File: src/rtl/tmr16_pkg.sv
package tmr16_pkg;
  localparam int ADDR_W = 4;
  localparam int DATA_W = 8;
  localparam int CNT_W  = 2 * DATA_W;
  localparam int CTL_BIT = 2;

  localparam logic [ADDR_W-1:0] A_IEN  = 4'h2;
  localparam logic [ADDR_W-1:0] A_RLO  = 4'h3;
  localparam logic [ADDR_W-1:0] A_RHI  = 4'h4;
  localparam logic [ADDR_W-1:0] A_RUN  = 4'h9;

  typedef enum logic [1:0] {
    CKM_DUAL = 2'b00,
    CKM_SLOW = 2'b01,
    CKM_FAST = 2'b10,
    CKM_NONE = 2'b11
  } ckmode_e;

  // Next counter value on an accepted tick: wrap past zero reloads.
  function automatic logic [CNT_W-1:0] next_count(input logic [CNT_W-1:0] cur,
                                                  input logic [CNT_W-1:0] reload);
    logic [CNT_W-1:0] one;
    one = {{(CNT_W-1){1'b0}}, 1'b1};
    if (cur == '0) next_count = reload;
    else           next_count = cur - one;
  endfunction

  // Control register image: only the control bit is implemented.
  function automatic logic [DATA_W-1:0] ctl_image(input logic bitval);
    logic [DATA_W-1:0] v;
    v = '0;
    v[CTL_BIT] = bitval;
    ctl_image = v;
  endfunction
endpackage

File: src/rtl/tmr16_regs.sv
module tmr16_regs
  import tmr16_pkg::*;
(
  input  logic              clk,
  input  logic              rst_n,
  input  logic              we,
  input  logic [ADDR_W-1:0] addr,
  input  logic [DATA_W-1:0] wdata,
  output logic [DATA_W-1:0] rdata,
  output logic              run_en,
  output logic              int_en,
  output logic [CNT_W-1:0]  reload
);
  logic [DATA_W-1:0] rlo_q, rhi_q;

  always_ff @(posedge clk) begin
    if (!rst_n) begin
      run_en <= 1'b0;
      int_en <= 1'b0;
      rlo_q  <= '0;
      rhi_q  <= '0;
    end else if (we) begin
      case (addr)
        A_IEN: int_en <= wdata[CTL_BIT];
        A_RUN: run_en <= wdata[CTL_BIT];
        A_RLO: rlo_q  <= wdata;
        A_RHI: rhi_q  <= wdata;
        default: ;
      endcase
    end
  end

  assign reload = {rhi_q, rlo_q};

  always_comb begin
    case (addr)
      A_IEN:   rdata = ctl_image(int_en);
      A_RUN:   rdata = ctl_image(run_en);
      default: rdata = '0;
    endcase
  end

  a_r7_run_write: assert property (@(posedge clk) disable iff (!rst_n)
    (we && addr == A_RUN) |=> (run_en == $past(wdata[CTL_BIT])));
  a_r7_ien_write: assert property (@(posedge clk) disable iff (!rst_n)
    (we && addr == A_IEN) |=> (int_en == $past(wdata[CTL_BIT])));
  a_r6_reload_hold: assert property (@(posedge clk) disable iff (!rst_n)
    !we |=> $stable(reload));
endmodule

File: src/rtl/tmr16_tick_sel.sv
module tmr16_tick_sel
  import tmr16_pkg::*;
(
  input  logic [1:0] mode,
  input  logic       slow_tick,
  input  logic       fast_tick,
  output logic       tick
);
  always_comb begin
    case (ckmode_e'(mode))
      CKM_DUAL, CKM_SLOW: tick = slow_tick;
      CKM_FAST:           tick = fast_tick;
      default:            tick = 1'b0;
    endcase
  end

  always_comb begin
    if (mode == CKM_NONE)
      a_r9_none_silent: assert (!tick);
  end
endmodule

File: src/rtl/tmr16_counter.sv
module tmr16_counter
  import tmr16_pkg::*;
(
  input  logic             clk,
  input  logic             rst_n,
  input  logic             tick,
  input  logic             run_en,
  input  logic [CNT_W-1:0] reload,
  input  logic             clr,
  output logic             pending,
  output logic             underflow
);
  logic [CNT_W-1:0] cnt_q;
  logic             step;
  localparam logic [CNT_W-1:0] ONE = {{(CNT_W-1){1'b0}}, 1'b1};

  assign step      = tick & run_en;
  assign underflow = step & (cnt_q == '0);

  always_ff @(posedge clk) begin
    if (!rst_n)    cnt_q <= '0;
    else if (step) cnt_q <= next_count(cnt_q, reload);
  end

  always_ff @(posedge clk) begin
    if (!rst_n)         pending <= 1'b0;
    else if (underflow) pending <= 1'b1;
    else if (clr)       pending <= 1'b0;
  end

  a_r2_decrement: assert property (@(posedge clk) disable iff (!rst_n)
    (step && cnt_q != '0) |=> (cnt_q == $past(cnt_q) - ONE));
  a_r3_reload: assert property (@(posedge clk) disable iff (!rst_n)
    underflow |=> (cnt_q == $past(reload)) && pending);
  a_r10_hold: assert property (@(posedge clk) disable iff (!rst_n)
    !step |=> $stable(cnt_q));
  a_r8_clear: assert property (@(posedge clk) disable iff (!rst_n)
    (clr && !underflow) |=> !pending);
  a_r8_sticky: assert property (@(posedge clk) disable iff (!rst_n)
    (pending && !clr) |=> pending);
endmodule

File: src/rtl/tmr16_top.sv
module tmr16_top
  import tmr16_pkg::*;
(
  input  logic              clk,
  input  logic              rst_n,
  input  logic              bus_we,
  input  logic [ADDR_W-1:0] bus_addr,
  input  logic [DATA_W-1:0] bus_wdata,
  output logic [DATA_W-1:0] bus_rdata,
  input  logic [1:0]        clk_mode,
  input  logic              slow_tick,
  input  logic              fast_tick,
  input  logic              irq_clear,
  output logic              irq
);
  logic             run_en, int_en, tick, pending, underflow;
  logic [CNT_W-1:0] reload;

  tmr16_regs u_regs (
    .clk(clk), .rst_n(rst_n), .we(bus_we), .addr(bus_addr),
    .wdata(bus_wdata), .rdata(bus_rdata),
    .run_en(run_en), .int_en(int_en), .reload(reload)
  );

  tmr16_tick_sel u_sel (
    .mode(clk_mode), .slow_tick(slow_tick), .fast_tick(fast_tick), .tick(tick)
  );

  tmr16_counter u_cnt (
    .clk(clk), .rst_n(rst_n), .tick(tick), .run_en(run_en),
    .reload(reload), .clr(irq_clear), .pending(pending), .underflow(underflow)
  );

  assign irq = pending & int_en;

  a_r10_no_uf_stopped: assert property (@(posedge clk) disable iff (!rst_n)
    !run_en |-> !underflow);
  a_r8_gate: assert property (@(posedge clk) disable iff (!rst_n)
    !int_en |-> !irq);
endmodule

File: config.mk
export PLATFORM = sky130hd
export DESIGN_NAME = tmr16_top
export DESIGN_NICKNAME = d
export VERILOG_FILES = /design/src/rtl/tmr16_pkg.sv /design/src/rtl/tmr16_regs.sv /design/src/rtl/tmr16_tick_sel.sv /design/src/rtl/tmr16_counter.sv /design/src/rtl/tmr16_top.sv
export SDC_FILE = /design/constraint.sdc
export NUM_CORES = 1
export LEC_CHECK = 0
export BUFFER_PORTS_ARGS = -buffer_cell sky130_fd_sc_hd__buf_2
export CAP_MARGIN = 20
export CORE_MARGIN = 1
export CORE_UTILIZATION = 40
export CTS_CLUSTER_SIZE = 25
export DETAILED_ROUTE_END_ITERATION = 8
export GPL_ROUTABILITY_DRIVEN = 1
export PLACE_DENSITY_LB_ADDON = 0.3
export SYNTH_ARGS = -nofsm -noshare
export SYNTH_HDL_FRONTEND = slang
export SYNTH_HIERARCHICAL = 1
export SYNTH_SLANG_ARGS = --single-unit
File: constraint.sdc
create_clock -name clk -period 2.5 [get_ports clk]
set_input_delay 0.5 -clock clk [delete_from_list [all_inputs] [get_ports clk]]
set_output_delay 0.5 -clock clk [all_outputs]
set_load 0.01 [all_outputs]
# == After elaboration in Yosys (flattened, before gate mapping) ==
# Cells that the tools add are included.
# word_totals
ff_bits,35
input_bits,20
output_inout_bits,9
wordCells,29
# op_classes
add_sub_neg,1
n_eq_ne,6
mux,5
bitwise,3
n_reduce_logical,8
# ops
op,count
zero test 16 bit,1
2-to-1 mux 16 bit,1
"subtractor 16 x 1 -> 16 bit, second input constant",1
"equality test 4 x 2 -> 1 bit, second input constant",2
AND reduction 2 bit,4
case mux 3 bit (2 select lines),1
"equality test 4 x 3 -> 1 bit, second input constant",1
"equality test 4 bit, second input constant",1
AND 1 bit,3
"equality test 2 x 1 -> 1 bit, second input constant",1
"equality test 2 bit, second input constant",1
zero test 2 bit,1
2-to-1 mux 1 bit,2
case mux 1 bit (2 select lines),1
nonzero test 2 bit,1
OR reduction 2 bit,1

# == Depth between registers and ports, before layout ==
# logic_depth
word_depth,6
ltp_mapped,8
ltp_nobuf,7

# == Hierarchy ==
# Netlist, hierarchy kept.
# by_module_without_submodules
mod,instances,cells_per_inst,area_each_um2,seq_area_each_um2
tmr16_counter,1,139,1087.3,340.3
tmr16_regs,1,83,799.5,360.3
tmr16_tick_sel,1,3,16.3,0.0
tmr16_top,1,1,6.3,0.0

# == Least setup slack after synthesis ==
# No wires, ideal clock.
# synth_path
path_kind,register to register
from,reg u_cnt.cnt_q[7]
to,reg u_cnt.cnt_q[8]
setup_ps,120
arrival_time_ps,1823
required_time_ps,2380
slack_ps,557
stages_incl_launch_ff,8
path_buffers,2
synth_period_minus_slack_ps,1943
cell_sequence,dfxtp_1 -> buf_6 -> or4_4 -> buf_6 -> nor3_4 -> nand3_2 -> and4_4 -> o31a_1
# synth_via
elab_chain_cells,2
elab_cells_between_ends,3
classes_between,add/sub: 1; mux: 1; reduce/logical: 1
# synth_rtl
item,line_no,source
"start, declared",tmr16_counter.sv:13,logic [CNT_W-1:0] cnt_q;
"start signal, assigned",tmr16_counter.sv:22,"else if (step) cnt_q <= next_count(cnt_q, reload);"
subtractor 16 x 1 -> 16 bit / zero test 16 bit (equally long branches),"tmr16_pkg.sv:25, tmr16_pkg.sv:24",
2-to-1 mux 16 bit *,tmr16_pkg.sv:24,if (cur == '0) next_count = reload;
# Every way passes the cells marked *; elsewhere a longest branch is shown, timed or not.
# A chain may end at the register's enable or synchronous reset.

# == Worst setup path in the final report ==
# layout_path
from,reg u_cnt.cnt_q[0]
to,reg u_cnt.cnt_q[10]
# Same word-level chain as after synthesis.

==> results.toml <==
[logic_synthesis]
synth_flop_cell = "dfxtp_1"
synth_top_area_share = 0.3670
ys_warn_count = 6
synth-seq-cells = 35
seq_area_frac_synth = 0.3670
syn_inst = 226
synth_async_sr_flop_share = 0
syn_area_mm2 = 0.001909
ys_types = 52
syn_area_per_cell_um2 = 8.448
synthTopCellsByArea = "dfxtp_1 (37%), mux2i_1 (9.4%), nand2_1 (7.1%)"
synth_edf_count = 0
yosys.area.top_type = "dfxtp_1"

[placement]
gp_congestion = 0.9120
portBuffers = 21
dpl_cell_area_mm2 = 0.001998
dpl.hpwl_mm = 3.078

[power_and_ir_drop]
power_density_mw_per_mm2 = 548.3
power.leakage_nw = 0.8506
power_mw = 1.157
ir_drop_v = 0.0003446

[global_route]
antenna_found_initial = 0
grt_pass1_wl_mm = 7.245
met3_usage = 0.05556
grt_use_met1 = 0.2286
grt_use_total = 0.1825
grt.busiest_layer = "met2"
grt_overflow = 0
grt_start_max_net_pins = 33
use_met2 = 0.2991
grt_pass1_vias = 1566

[clock_network]
clk_latency_ns = 0.29
cts-htree-levels = 2
cts_tree = "yes"
root_buffer = "clkbuf_8"
clock_path_buffers = 2
cts_buffers = 5
clk_pin_slew_worst_paths_ns = 0.08
postCtsSetupBuffers = 0
hold_buffers = 0
cts_sinks = 35
cts_resized = 0

[min_path]
hp-class = "reg -> reg"

[sta]
tns_ns = 0
whs_ns = 0.4644
min_period_ns = 2.161
finalHoldViolCount = 0
max_freq_mhz = 462.8
finalMaxSlewViolations = 0
maxSlewHeadroom = 0.6150
min_period_over_period = 0.8643
worst_slew_pin_slew_ns = 0.5775
rsz0062_at_grt = "no"
fin_skew_ns = 0.004786
finalSetupViolations = 0

[critical_path]
crit_path_start_kind = "register"
crit_fanout = 15
worstPathRequired_ns = 2.68
cp.arrival_ns = 2.34
cp-end-kind = "register"
worstSetupPathType = "reg -> reg"

[drt]
drt_wl_total_mm = 4.148
wl_per_cell_um = 13.87
vias = 1671
vias_per_cell = 5.589
antenna_left = 0
drt_iter0_markers = 123
route.detailed.drc = 0
drtPass1Iterations = 4

[outcome]
outcome = "complete, no violations"

[floorplan]
fp.dieH_um = 71.09
die_x_um = 71.09
coreArea_mm2 = 0.004474
rows = 24
start_util = 0.4267
io-pin-count = 29
dieArea_mm2 = 0.005054

[cells_and_area]
fin_area_mm2 = 0.002111
diodes = 0
area_growth_pct = 10.55
nNetsFinal = 268
drive_above_1_share = 0.1943
final_core_util = 0.4718

[job]
maxCapViolCount = 0
Yosys cell counts, drive strengths merged (2+ instances only):
master	count
nand2	38
dfxtp	35
mux2i	18
o21ai	18
buf	15
a21oi	12
nor2	9
nor3	9
inv	7
nand3	6
nor4	6
a211oi	4
clkbuf	4
or3	4
a31oi	3
or4	3
and2	2
and4	2
and4bb	2
ha	2
o211ai	2
o31a	2
o31ai	2
or2	2
path summary, 6_finish.rpt:
check	startpoint	end	slack [ns]	cells after the start
worst max register to register	u_cnt/cnt_q[0]	u_cnt/cnt_q[10]	0.34	8
worst min-delay path	u_regs/rhi_q[7]	u_regs/rhi_q[7]	0.46	2
worst max-delay path	u_cnt/cnt_q[0]	u_cnt/cnt_q[10]	0.34	8
worst min register to register	u_regs/rhi_q[7]	u_regs/rhi_q[7]	0.46	2
critical path, stage by stage (launching register included):
cell	delay (ns)
dfxtp_1	0.32
inv_1	0.11
ha_1	0.22
nor3b_1	0.44
and4_1	0.41
buf_4	0.25
a21oi_1	0.06
o211ai_1	0.14
o21ai_0	0.09
layout by cell type (no fill, tap or decap), types with 2 or more instances in the layout:
cell type / n
o211ai_1: 2
a31oi_1: 3
clkbuf_8: 5
dfxtp_1: 35
nor4_1: 6
a211oi_1: 4
conb_1: 7
mux2i_1: 18
buf_2: 21
and2_1: 2
nand2_1: 36
or4_4: 2
nand3_1: 5
inv_1: 7
nand2_2: 2
buf_4: 5
or3_1: 4
o21ai_0: 18
nor3_1: 8
o31ai_1: 2
nor2_1: 9
ha_1: 2
a21oi_1: 12
and4bb_2: 2
layout make-up:
type	instances	area [um2]
clock inverters	3	43.79
multi-input cells	171	1064
repair buffers	26	142.6
flip-flops and latches	35	700.7
inverters	7	26.28
well taps	52	65.06
fillers	425	2364
clock buffers	5	68.82
cell families (layout without fill, tap and decap cells):
| kind of cell | Yosys count | after routing | share of synthesized area |
|---|---|---|---|
| buf+inv | 26 | 41 | 0.08781 |
| other cells | 1 | 7 | 0.001964 |
| compound gates | 54 | 54 | 0.1789 |
| mux | 18 | 18 | 0.09436 |
| simple gates | 90 | 90 | 0.2569 |
| flops | 35 | 35 | 0.3670 |
| fa+ha+maj | 2 | 2 | 0.01310 |
report_power, final:
| part | internal (mW) | switching (mW) | leakage, nW | total, mW |
|---|---|---|---|---|
| logic | 0.0292 | 0.0458 | 0.510 | 0.0750 |
| clock network | 0.297 | 0.221 | 0.0581 | 0.518 |
| registers | 0.561 | 0.00344 | 0.282 | 0.565 |
metrics by stage:
step / setup slack [ns] / cells
2_1_floorplan: 0.5569 / 232
3_3_place_gp: 0.3457 / 291
3_5_place_dp: 0.3896 / 291
4_1_cts: 0.3610 / 299
5_1_grt: 0.2036 / 299
6_report: 0.3393 / 299
registers in the layout, summed over array words and instances (netlist names):
signal         cells
u_cnt/pending      1
u_regs/rhi_q       8
u_regs/int_en      1
u_cnt/cnt_q       16
u_regs/run_en      1
u_regs/rlo_q       8
metal layers:
layer,up-vias,part of all wire
met5,-,0
met4,0,0.0094
met3,5,0.052
met2,54,0.47
met1,772,0.47
li1,840,-
No activity file was read; power rests on OpenSTA's default activity.
